### src/rtl/bd_pkg.sv
package bd_pkg;
    localparam int ADDR_W   = 16;
    localparam int NUM_8K   = 8;
    localparam int NUM_16K  = 4;
    localparam int NUM_ROM  = 4;
    localparam int NUM_IO   = 8;
    localparam int WIN_BITS = $clog2(NUM_ROM);
    localparam int IO_BITS  = $clog2(NUM_IO);

    // Active-high select set produced by the decoder and held in registers.
    typedef struct packed {
        logic               ram;
        logic [NUM_ROM-1:0] rom;
        logic [NUM_IO-1:0]  io;
    } sel_t;

    function automatic logic local_hit(sel_t s);
        return (|s.rom) | (|s.io);
    endfunction
endpackage

### src/rtl/bd_region_decode.sv
module bd_region_decode
    import bd_pkg::*;
(
    input  logic [ADDR_W-1:0]  addr,
    input  logic [NUM_8K-1:0]  rom_blk_sel,
    input  logic [NUM_16K-1:0] ram_blk_en,
    input  logic               rom_upper,
    input  logic               ram_inhibit_n,
    output sel_t               sel
);
    logic                in_blk;
    logic                in_half;
    logic                io_hit;
    logic [WIN_BITS-1:0] win;
    logic [IO_BITS-1:0]  dev;

    assign in_blk  = rom_blk_sel[addr[15:13]];
    assign in_half = in_blk && (addr[12] == rom_upper);
    assign win     = addr[11:10];
    assign dev     = addr[4:2];
    // Top 32 bytes of the last window go to I/O.
    assign io_hit  = in_half && (win == WIN_BITS'(NUM_ROM-1)) && (&addr[9:5]);

    always_comb begin
        sel     = '0;
        sel.ram = ram_blk_en[addr[15:14]] & ram_inhibit_n;
        for (int i = 0; i < NUM_ROM; i++)
            sel.rom[i] = in_half && !io_hit && (win == WIN_BITS'(i));
        for (int j = 0; j < NUM_IO; j++)
            sel.io[j] = io_hit && (dev == IO_BITS'(j));
    end
endmodule

### src/rtl/bd_ack_timer.sv
module bd_ack_timer #(
    parameter int AACK_CYC = 25,
    parameter int XACK_CYC = 50
) (
    input  logic clk,
    input  logic rst,
    input  logic local_d,
    input  logic ram_d,
    input  logic ramc_aack_n,
    input  logic ramc_xack_n,
    output logic aack_n,
    output logic xack_n
);
    localparam int CNT_MAX = XACK_CYC + 1;
    localparam int CW      = $clog2(CNT_MAX + 1);
    localparam logic [CW-1:0] CMAX = CW'(CNT_MAX);
    localparam logic [CW-1:0] ATHR = CW'(AACK_CYC);
    localparam logic [CW-1:0] XTHR = CW'(XACK_CYC);

    logic [CW-1:0] cnt_q, cnt_d;
    logic          local_q;
    logic          aack_d, xack_d;

    always_comb begin
        if (!local_d)
            cnt_d = '0;
        else if (!local_q)
            cnt_d = CW'(1);
        else if (cnt_q != CMAX)
            cnt_d = cnt_q + CW'(1);
        else
            cnt_d = cnt_q;
    end

    always_comb begin
        if (ram_d) begin
            aack_d = ramc_aack_n;
            xack_d = ramc_xack_n;
        end else begin
            aack_d = !(local_d && (cnt_d > ATHR));
            xack_d = !(local_d && (cnt_d > XTHR));
        end
    end

    always_ff @(posedge clk) begin
        if (rst) begin
            cnt_q   <= '0;
            local_q <= 1'b0;
            aack_n  <= 1'b1;
            xack_n  <= 1'b1;
        end else begin
            cnt_q   <= cnt_d;
            local_q <= local_d;
            aack_n  <= aack_d;
            xack_n  <= xack_d;
        end
    end
endmodule

### src/rtl/board_addr_decode.sv
module board_addr_decode
    import bd_pkg::*;
#(
    parameter int AACK_CYC = 25,
    parameter int XACK_CYC = 50
) (
    input  logic        clk,
    input  logic        rst,
    input  logic [15:0] addr,
    input  logic [7:0]  rom_blk_sel,
    input  logic [3:0]  ram_blk_en,
    input  logic        rom_upper,
    input  logic        ram_inhibit_n,
    input  logic        ramc_aack_n,
    input  logic        ramc_xack_n,
    output logic        ram_sel_n,
    output logic [3:0]  rom_sel_n,
    output logic [7:0]  io_sel_n,
    output logic        aack_n,
    output logic        xack_n
);
    sel_t sel_d, sel_q;

    bd_region_decode u_dec (
        .addr          (addr),
        .rom_blk_sel   (rom_blk_sel),
        .ram_blk_en    (ram_blk_en),
        .rom_upper     (rom_upper),
        .ram_inhibit_n (ram_inhibit_n),
        .sel           (sel_d)
    );

    bd_ack_timer #(
        .AACK_CYC (AACK_CYC),
        .XACK_CYC (XACK_CYC)
    ) u_ack (
        .clk         (clk),
        .rst         (rst),
        .local_d     (local_hit(sel_d)),
        .ram_d       (sel_d.ram),
        .ramc_aack_n (ramc_aack_n),
        .ramc_xack_n (ramc_xack_n),
        .aack_n      (aack_n),
        .xack_n      (xack_n)
    );

    always_ff @(posedge clk) begin
        if (rst) sel_q <= '0;
        else     sel_q <= sel_d;
    end

    assign ram_sel_n = ~sel_q.ram;
    assign rom_sel_n = ~sel_q.rom;
    assign io_sel_n  = ~sel_q.io;
endmodule

### config.mk
export PLATFORM = sky130hd
export DESIGN_NAME = board_addr_decode
export DESIGN_NICKNAME = d
export VERILOG_FILES = /design/src/rtl/bd_pkg.sv /design/src/rtl/bd_region_decode.sv /design/src/rtl/bd_ack_timer.sv /design/src/rtl/board_addr_decode.sv
export SDC_FILE = /design/constraint.sdc
export NUM_CORES = 1
export LEC_CHECK = 0
export BUFFER_PORTS_ARGS = -buffer_cell sky130_fd_sc_hd__buf_4
export CAP_MARGIN = 20
export CELL_PAD_IN_SITES_DETAIL_PLACEMENT = 1
export CELL_PAD_IN_SITES_GLOBAL_PLACEMENT = 1
export CORE_MARGIN = 2
export CORE_UTILIZATION = 35
export CTS_CLUSTER_DIAMETER = 80
export CTS_CLUSTER_SIZE = 14
export DETAILED_ROUTE_END_ITERATION = 6
export GPL_TIMING_DRIVEN = 0
export PLACE_DENSITY = 0.75
export SYNTH_ARGS = -nofsm -noshare
export SYNTH_HDL_FRONTEND = slang
export SYNTH_HIERARCHICAL = 1
export SYNTH_SLANG_ARGS = --single-unit
### constraint.sdc
create_clock -name clk -period 2.18 [get_ports clk]
set_input_delay 0 -clock clk [delete_from_list [all_inputs] [get_ports clk]]
set_output_delay 0 -clock clk [all_outputs]
set_load 0.005 [all_outputs]
-- Yosys cells after proc, flatten, opt, wreduce, memory -nomap -nowiden
Cells that the tools add are included.
- output and inout bits: 15
- flip-flop bits (word level): 22
- input bits: 34
- equality and inequality tests: 12
- $add $sub $neg: 1
- $lt $le $gt $ge: 4
- muxes and demuxes: 9
- reduce and logical (&&, ||, !) cells: 26
- bitwise logic cells: 5
- operators by type and width (operator ; count):
    1-bit logical AND ; 18
    6-bit 2-to-1 mux ; 3
    3-bit equality test, second input constant ; 4
    8-bit inverter ; 1
    8-bit OR reduction ; 1
    6-bit by 1-bit adder with 6-bit output, second input constant ; 1
    3-bit by 2-bit equality test with 1-bit output, second input constant ; 2
    6-bit by 5-bit greater-than comparator with 1-bit output, second input constant ; 1
    6-bit greater-than comparator, second input constant ; 1
    6-bit != test, second input constant ; 1
    5-bit AND reduction ; 1
    2-bit equality test, second input constant ; 2
    3-bit by 4-bit < comparator with 1-bit output, second input constant ; 1
    1-bit 2-to-1 mux ; 4
    4-bit inverter ; 1
    4-bit OR reduction ; 1
    1-bit binary-select mux with 3-bit select ; 1
    3-bit by 1-bit equality test with 1-bit output, second input constant ; 1
    1-bit zero test ; 3
    3-bit zero test ; 1
    2-bit by 3-bit < comparator with 1-bit output, second input constant ; 1
    1-bit binary-select mux with 2-bit select ; 1
    2-bit by 1-bit equality test with 1-bit output, second input constant ; 1
    2-bit zero test ; 1
    4 further kinds ; 4

-- Longest topological paths before layout
Gate-level depths: netlist (run 1).
- depth in word-level cells: 15
- gate-level depth with buffers: 11

-- Modules after synthesis
Netlist (run 1), hierarchy kept.
- by module, submodules not included (module ; cells an instance ; area each (µm²) ; sequential area each (µm²) ; times used):
    bd_ack_timer ; 68 ; 610.6 ; 180.2 ; 1
    board_addr_decode ; 44 ; 421.7 ; 260.2 ; 1
    bd_region_decode ; 36 ; 286.5 ; 0.0 ; 1

-- Least setup slack after synthesis (run 1)
No wires, ideal clock.
- kind: input-to-reg
- from: in addr[14]
- to: reg u_ack.xack_n
- arrival time: 1.532 ns
- cell stages on the path: 11
- setup slack: 0.523 ns
- cell sequence: nand2b_1 > o22ai_1 > nor3_2 > buf_6 > nor4_2 > nor4_1 > nand3_1 > nand3b_4 > a211o_1 > a31oi_1 > a31oi_1
- RTL lines (what ; RTL line ; text):
    start: declaration ; board_addr_decode.sv:9 ; input logic [15:0] addr,
    end signal: assignment ; bd_ack_timer.sv:55 ; xack_n <= xack_d;
    end: declaration ; bd_ack_timer.sv:12 ; output logic xack_n

==> metrics.csv, run 1 <==
metric,value,unit
htree_num_levels,1,
ys_seq_area_share,33.4,%
die_h,65.4,microns
reg2reg_depth,6,
clock.fmax,529,MHz
fin_cells,247,
leakage,0.000693,uW
cp-end-kind,register,
final_max_slew_viol_count,0,
cts_tree,built,
rsz0062_at_grt,false,
fin_setup_tns,0,ns
synth_warnings,6,
insertion_delay,0.26,ns
gp_congestion,0.796,
dpl.cell_count,242,
placedInstanceArea,1720,sq um
wl,3240,microns
cp.required,2.33,ns
syn_inst,148,
clock-root-buffer,clkbuf_8,
rows,22,
track_usage,16.8,%
drt_pass1_iterations,4,
antenna_cells,0,
synth-edff-count,0,
grt_pass1_wl,5570,microns
max_cap_viol_count,0,
die_area,4280,sq um
setup_viol,0,
min_path_cells,3,
whs,0.0457,ns
cts_buffers,3,
grt-ovfl-total,0,
final_antenna_net_count,0,
pwr_density_cell,516,nW/um^2
drive_gt1_share,35.2,%
dp_hpwl,2610,microns
ioPinCount,49,
syn2layout_area_growth,36.9,%
synthArstFlopShare,0,%
clkSinkCount,22,
finalHoldViolations,0,
yosysUniqueCellTypes,45,
worst-path-max-fanout,8,
routed_via_density,4.94,
cts_setup_buffers,0,
synth_seq_cells,22,
rr_startpoint,u_ack/cnt_q[0],
critPathLaunchType,input port,
initial_utilization,36.3,%
drc,0,
cts_max_path_buffers,2,
timing.rr.end,u_ack/aack_n,
synth_nets,183,
r2r_slack,0.74,ns
final_common_cell,buf_4,
hp-class,input port to register,
grt_max_degree,14,
fin_crit,1.89,ns
netlist_area,1320,sq um
fin_area,1810,sq um
nNetsFinal,235,
io_buffers,46,
cp_slowest_cell,nor4b_1,
hp-start,addr[10],
syn_area_per_cell,8.91,sq um
core,3630,sq um
vias,1221,
post_drt_wl_per_cell,13.1,microns
clk_pin_slew,0.08,ns
hold_end,sel_q[8],
cp.arrival,2.04,ns
critPathKind,input port to register,
crit_path_max_incr_delay,0.47,ns
crit_chain,buf_4 > mux2i_1 > nor3_1 > nor3_2 > nor4b_1 > nor4_1 > nand3_1 > nand3b_4 > a211o_1 > a31oi_1 > a31oi_1,
initialDrtViolationCount,30,
antenna_found_initial,0,
grt_pass1_vias,1265,
cts_resized,0,
fin_crit_sh,86.8,%
die_w,65.4,microns
outcome,"complete, no violations",
post-route-util,49.7,%
finClkSkew,0.00160,ns
tightest_slew,0.479,ns
cts_hold_buf,1,
cpMostUsedCell,a31oi_1,
slew_headroom,67.6,%
yosys_most_used_dff,dfxtp_1,
layout_common_cells,"48 x buf_4, 22 x dfxtp_1, 15 x inv_1",
ir_drop,0.237,mV
-- metrics by stage --
step           power, uW  setup WS [ns]
6_report             931          0.289
3_3_place_gp         552         0.0884
3_5_place_dp         557        -0.0264
4_1_cts              941          0.254
2_1_floorplan        485          0.523
5_1_grt              968         0.0408
-- routing by layer --
layer  routed length, microns  GRT usage, %  vias up
li1                         -             -      613
met1                     1360          19.6      573
met2                     1730          31.1       33
met3                      140          2.23        2
met4                       12          6.25        0
met5                        0             0        -
-- layout make-up --
cell class	instances	area, sq um
fillers	446	1830
clock inverters	1	30.0
repair buffers	47	355
inverters	15	56.3
flip-flops and latches	22	440
plain buffers	8	76.3
well taps	48	60.1
multi-input cells	103	746
clock buffers	3	41.3
-- logic make-up after synthesis --
| logic type | Yosys count | synth area share, % |
|---|---|---|
| buffers and inverters | 23 | 10.1 |
| muxes | 6 | 5.79 |
| adders and majority gates | 1 | 0.949 |
| and+or+nand+nor | 70 | 35.2 |
| AOI/OAI and AO/OA | 20 | 10.6 |
| xor gates and xnor gates | 6 | 3.99 |
| DFF | 22 | 33.4 |
-- critical path: cells and delay by family --
family	cells	cell delay, ns
mux	1	0.12
buf+inv	1	0.14
simple gates	6	1.26
compound gates	3	0.51
-- registers in the layout, indices dropped and copies added (netlist names) --
signal / flops
u_ack/aack_n: 1
u_ack/local_q: 1
u_ack/cnt_q: 6
u_ack/xack_n: 1
sel_q: 13
-- how the worst max path moves through the flow --
stage	start	endpoint	slack [ns]	cells after the start
final	addr[14]	u_ack/xack_n	0.29	11
after global routing	addr[14]	u_ack/xack_n	0.04	11
after CTS	addr[14]	u_ack/xack_n	0.25	11
after detailed placement	addr[14]	u_ack/xack_n	-0.03	11
after global placement	addr[14]	u_ack/xack_n	0.09	11
after floorplan	addr[14]	u_ack/xack_n	0.52	11
-- cell usage after synthesis, drive strengths merged, types with 5 or more instances --
cell / count / area [sq um]
dfxtp: 22 / 440
inv: 15 / 56.3
nor2b: 15 / 96.3
nor3: 10 / 71.3
nand2: 9 / 36.3
buf: 8 / 76.3
nand3: 7 / 40.0
nor3b: 6 / 50.1
nor4: 6 / 43.8
o21ai: 6 / 30.0
a21oi: 5 / 25.0
mux2i: 5 / 50.1
nor2: 5 / 18.8
-- report_power, final --
group	leakage, uW	internal, uW	switching, uW	total [uW]
Clock	0.0000357	245	139	384
Combinational	0.000480	75.3	60.8	136
Sequential	0.000178	408	3.23	411
Total	0.000693	729	203	931
Note: power is estimated with default switching activity, not from simulation.
==> inputs of run 2 (changes only) <==
--- a/config.mk
+++ b/config.mk
@@ -9,6 +9,7 @@
 export CAP_MARGIN = 20
 export CELL_PAD_IN_SITES_DETAIL_PLACEMENT = 1
 export CELL_PAD_IN_SITES_GLOBAL_PLACEMENT = 1
+export CORE_ASPECT_RATIO = 0.75
 export CORE_MARGIN = 2
 export CORE_UTILIZATION = 35
 export CTS_CLUSTER_DIAMETER = 80
@@ -16,6 +17,7 @@
 export DETAILED_ROUTE_END_ITERATION = 6
 export GPL_TIMING_DRIVEN = 0
 export PLACE_DENSITY = 0.75
+export REMOVE_ABC_BUFFERS = 1
 export SYNTH_ARGS = -nofsm -noshare
 export SYNTH_HDL_FRONTEND = slang
 export SYNTH_HIERARCHICAL = 1
==> run 2 against run 1 <==
Sequential share of layout area grew 0.91 points; critical path type unchanged; cell area shrank 3.6%; fmax shrank 1.3%; first-iteration DRC count grew 140%; critical endpoint unchanged; setup slack lost 0.025 ns.
==> metrics.csv, run 2 (same netlist as run 1, synthesis figures left out) <==
metric,value,unit,change
outcome,"complete, no violations",,
slew_headroom,66.2,%,-1.5 points
vias,1230,,+0.74%
core,3640,sq um,+0.10%
leakage,0.000649,uW,-6.3%
cts_buffers,3,,unchanged
worst-path-max-fanout,12,,+4
grt-ovfl-total,0,,unchanged
place_ws,-0.110,ns,-0.0835 ns
fillers,443,,-0.67%
die_w,74.9,microns,+15%
finClkSkew,0.00139,ns,-0.000212 ns
top_register,sel_q,,
cp.arrival,2.07,ns,+0.03 ns
grt_max_degree,18,,+4
fin_ws,0.264,ns,-0.0248 ns
track_usage,16.7,%,-0.072 points
cp.required,2.33,ns,about the same
die_h,57.2,microns,-13%
seq_area,440,sq um,unchanged
hp-class,input port to register,,
critPathLaunchType,input port,,
finalHoldViolations,0,,unchanged
post_drt_wl_per_cell,14.4,microns,+9.3%
grt_pass1_vias,1193,,-5.7%
final_common_cell,buf_4,,
ir_drop,0.232,mV,-2.1%
fin_setup_tns,0,ns,unchanged
drt_pass1_iterations,4,,unchanged
nNetsFinal,227,,-3.4%
fin_crit,1.92,ns,+0.0248 ns
syn2layout_area_growth,32.0,%,
setup_viol,0,,unchanged
initial_utilization,36.3,%,-0.037 points
drc,0,,unchanged
grt_pass1_wl,5580,microns,+0.25%
final_max_slew_viol_count,0,,unchanged
clkSinkCount,22,,unchanged
layout_common_cells,"46 x buf_4, 22 x dfxtp_1, 15 x inv_1",,
rows,19,,-14%
pwr_density_cell,536,nW/um^2,+3.9%
io_buffers,46,,unchanged
p_total,933,uW,+0.15%
final_antenna_net_count,0,,unchanged
tightest_slew,0.506,ns,+0.0272 ns
rr_startpoint,u_ack/cnt_q[1],,
insertion_delay,0.27,ns,about the same
initialDrtViolationCount,71,,+140%
cts_tree,built,,
ioPinCount,49,,unchanged
max_cap_viol_count,0,,unchanged
rsz0062_at_grt,false,,
cts_setup_buffers,0,,unchanged
min_path_cells,2,,-1
cp-end-kind,register,,
fin_crit_sh,87.9,%,+1.1 points
hp-start,rst,,
top_regs,"sel_q (13), u_ack/cnt_q (6)",,
clock-root-buffer,clkbuf_8,,
cts_max_path_buffers,2,,unchanged
routed_via_density,5.06,,+2.4%
antenna_found_initial,0,,unchanged
htree_num_levels,1,,unchanged
largest_register_ffs,13,,unchanged
whs,0.0333,ns,-0.0123 ns
wl,3490,microns,+7.6%
gp_congestion,0.825,,+3.7%
timing.rr.end,u_ack/aack_n,,
dp_hpwl,2620,microns,+0.29%
critPathKind,input port to register,,
clk_pin_slew,0.08,ns,about the same
clock.fmax,522,MHz,-1.3%
r2r_slack,0.30,ns,-0.44 ns
reg2reg_depth,5,,-1
die_area,4280,sq um,+0.12%
antenna_cells,0,,unchanged
drive_gt1_share,32.5,%,-2.7 points
multi_input_area,752,sq um,+0.84%
hold_end,sel_q[7],,
==> run 2: changes by cell type in the layout (fill, tap and decap cells not counted), sizes merged <==
cell,before,now
buf,54,46
==> run 2: final cells by class <==
cell class,instances,share of cell area [%]
Clock buffer,3,2.37
Clock inverter,1,1.73
Inverter,15,3.24
Multi-Input combinational cell,103,43.2
Sequential cell,22,25.3
Tap cell,52,3.74
Timing Repair Buffer,47,20.4
==> run 2: worst max path at each step <==
stage,slack [ns],cells past startpoint,from,endpoint
global placement,-0.07,11,addr[14],u_ack/xack_n
floorplan,0.39,9,addr[14],u_ack/aack_n
detailed placement,-0.11,10,addr[14],u_ack/aack_n
CTS,0.15,10,addr[14],u_ack/aack_n
global route,0.07,11,addr[14],u_ack/xack_n
finish,0.26,11,addr[14],u_ack/xack_n
==> run 2: what timing repair did <==
action	CTS	global route
resized for setup	0	1
setup endpoints to repair	0	2
hold buffers	1	0
hold endpoints to repair	1	0
==> run 2: power breakdown <==
part           total, uW  leakage, uW  internal (uW)  switching [uW]
Sequential           415     0.000178            408            6.88
Clock                389    0.0000357            246             144
Combinational        129     0.000436           70.0            58.8
Total                933     0.000649            724             209
==> run 2: metrics by stage <==
step | utilization (%) | area (sq um) | instances
6_report | 47.9 | 1740 | 243
3_5_place_dp | 45.4 | 1650 | 238
2_1_floorplan | - | 1240 | 140
5_1_grt | 47.9 | 1740 | 243
4_1_cts | 47.7 | 1730 | 243
3_3_place_gp | 45.4 | 1650 | 238
==> run 2: per-layer routing <==
metal | share of wire [%] | up-vias | global-route usage, %
li1 | - | 602 | -
met1 | 45 | 569 | 22.1
met2 | 49 | 51 | 28.2
met3 | 4.9 | 8 | 2.65
met4 | 1.5 | 0 | 4.85
met5 | 0 | - | 0
==> run 2: critical path, stage by stage <==
cell,delay [ns]
buf_4,0.13
mux2i_1,0.11
nor3_1,0.30
nor3_4,0.15
nor4b_1,0.43
nor4_1,0.13
nand3_1,0.16
nand3b_4,0.14
a211o_1,0.26
a31oi_1,0.15
a31oi_1,0.09
==> inputs of run 3 (changes only) <==
--- a/config.mk
+++ b/config.mk
@@ -18,6 +18,7 @@
 export GPL_TIMING_DRIVEN = 0
 export PLACE_DENSITY = 0.75
 export REMOVE_ABC_BUFFERS = 1
+export SETUP_SLACK_MARGIN = 0.5
 export SYNTH_ARGS = -nofsm -noshare
 export SYNTH_HDL_FRONTEND = slang
 export SYNTH_HIERARCHICAL = 1
==> run 3 against run 2 <==
Sequential share of layout area is 3.1 points lower; global-route usage is 1.8 points higher; register-to-register slack gained 0.17 ns; routed wire length rose by 27%; non-clock buffer count increased by 9; sequential cell count unchanged; first-iteration DRC count rose by 92%; worst hold slack improved by 0.0017 ns; critical endpoint is now u_ack/cnt_q[2]; highest routed layer unchanged.
==> metrics.csv, run 3 (same netlist as run 1, synthesis figures left out) <==
metric,value,unit,change
grt_max_degree,18,,unchanged
cts_tree,built,,
ioPinCount,49,,unchanged
grt_pass1_vias,1263,,+5.9%
top_register,sel_q,,
grt-ovfl-total,0,,unchanged
swShare,24.4,%,+2.0 points
r2r_slack,0.47,ns,+0.17 ns
grt_pass1_wl,6130,microns,+9.8%
routed_via_density,5.22,,+3.2%
rsz0062_at_grt,true,,
cp.required,2.34,ns,about the same
rows,19,,unchanged
initial_utilization,36.3,%,unchanged
die_w,74.9,microns,unchanged
hp-class,input port to register,,
insertion_delay,0.27,ns,about the same
critPathLaunchType,input port,,
pwr_density_cell,499,nW/um^2,-6.9%
gp_congestion,0.825,,unchanged
drc,0,,unchanged
fin_crit,1.89,ns,-0.0231 ns
netSwitchingPower,243,uW,+16%
slew_headroom,62.2,%,-3.9 points
leakage,0.000737,uW,+13%
fin_setup_tns,0,ns,unchanged
cp_slowest_cell,nor4_2,,
tightest_slew,0.566,ns,+0.0604 ns
htree_num_levels,1,,unchanged
fin_cells,253,,+4.1%
cp.arrival,2.05,ns,-0.02 ns
fillers,422,,-4.7%
initialDrtViolationCount,136,,+92%
drt_pass1_iterations,4,,unchanged
crit_cells,13,,+2
final_antenna_net_count,0,,unchanged
power_frac_clock,39.3,%,-2.4 points
core,3640,sq um,unchanged
drive_gt1_share,45.3,%,+13 points
clk_pin_slew,0.09,ns,about the same
nNetsFinal,237,,+4.4%
cpMostUsedCell,buf_4,,
clock-root-buffer,clkbuf_8,,
track_usage,18.6,%,+1.8 points
setup_viol,0,,unchanged
cp-end-kind,register,,
final_max_slew_viol_count,0,,unchanged
ir_drop,0.240,mV,+3.3%
cts_buffers,3,,unchanged
largest_register_ffs,13,,unchanged
cts_max_path_buffers,2,,unchanged
syn2layout_area_growth,50.9,%,
vias,1321,,+7.4%
clock.fmax,528,MHz,+1.2%
outcome,"complete, no violations",,
antenna_cells,0,,unchanged
seq_power_share,41.9,%,-2.6 points
reg2reg_depth,5,,unchanged
die_h,57.2,microns,unchanged
die_area,4280,sq um,unchanged
worst-path-max-fanout,5,,-7
worst-path-buf-inv,5,,+4
dp_hpwl,2620,microns,unchanged
top_regs,"sel_q (13), u_ack/cnt_q (6)",,
final_common_cell,buf_4,,
crit_chain,buf_8 > mux2i_1 > nor3b_2 > buf_4 > nor3_4 > buf_4 > nor3b_2 > nor4_2 > nand3_1 > nand3b_4 > buf_4 > buf_4 > nor3_1,,
antenna_found_initial,0,,unchanged
layout_common_cells,"53 x buf_4, 21 x dfxtp_1, 15 x inv_1",,
wl,4410,microns,+27%
p_comb_share,18.8,%,+5.0 points
finClkSkew,0.000642,ns,-0.000745 ns
dpl.cell_count,238,,unchanged
finalHoldViolations,0,,unchanged
max_cap_viol_count,0,,unchanged
p_int,751,uW,+3.7%
crit_path_max_incr_delay,0.35,ns,-0.08 ns
post_drt_wl_per_cell,17.4,microns,+22%
io_buffers,46,,unchanged
cp_top_family,simple AND/OR/NAND/NOR gates,,
min_path_cells,2,,unchanged
critPathKind,input port to register,,
clkSinkCount,22,,unchanged
fin_crit_sh,86.8,%,-1.1 points
run 3: changes by cell type in the layout (fill, tap and decap cells not counted), moves of 2 or more:
cell	previous run	this run
nor4_1	5	1
nor4b_1	2	0
nor3b_2	1	4
nor3_2	1	4
nor4_4	0	2
nor3_1	7	3
nor4_2	1	3
nor4b_4	0	2
nor3b_1	5	2
buf_4	46	53
nor3_4	2	4
run 3: worst paths after layout:
path                   from        endpoint
max                addr[14]  u_ack/cnt_q[2]
min                     rst        sel_q[2]
max reg2reg  u_ack/cnt_q[1]    u_ack/aack_n
min reg2reg   u_ack/local_q  u_ack/cnt_q[0]
run 3: routing by layer:
| metal | global-route usage [%] | vias to the layer above | share of wire, % |
|---|---|---|---|
| met3 | 2.47 | 9 | 4.0 |
| met5 | 0 | - | 0 |
| met2 | 30.6 | 46 | 52 |
| li1 | - | 624 | - |
| met1 | 25.8 | 642 | 43 |
| met4 | 4.59 | 0 | 1.6 |
run 3: repair_timing:
item / in CTS / in global routing
hold buffers: 1 / 0
gates cloned: 1 / 0
endpoints found under the setup margin: 9 / 9
pin swaps: 9 / 11
buffers inserted: 5 / 4
gates resized for setup: 21 / 10
endpoints found under the hold margin: 1 / 0
run 3: layout make-up:
type / instances / area [sq um] / area share (%)
clock inverters: 1 / 30.0 / 1.51
flip-flops and latches: 22 / 442 / 22.2
inverters: 15 / 56.3 / 2.83
repair buffers: 56 / 434 / 21.8
well taps: 52 / 65.1 / 3.27
multi-input cells: 104 / 922 / 46.3
clock buffers: 3 / 41.3 / 2.07
run 3: power groups by stage:
stage / clock network [uW] / registers, uW / logic (uW)
5_1_grt: 413 / 417 / 200
4_1_cts: 391 / 415 / 169
2_1_floorplan: 0 / 423 / 53.1
3_5_place_dp: 0 / 424 / 125
3_3_place_gp: 0 / 424 / 120
6_report: 390 / 416 / 187
run 3: per-stage QoR:
stage | area [sq um] | utilization [%] | worst slack (ns) | power (uW) | hold WS (ns)
2_1_floorplan | 1240 | - | 0.392 | 476 | 0.0658
6_report | 1990 | 54.7 | 0.287 | 993 | 0.0350
3_3_place_gp | 1650 | 45.4 | -0.0740 | 544 | 0.290
4_1_cts | 1910 | 52.5 | 0.430 | 975 | 0.0401
3_5_place_dp | 1650 | 45.4 | -0.110 | 549 | 0.276
5_1_grt | 1990 | 54.7 | 0.175 | 1030 | 0.0432
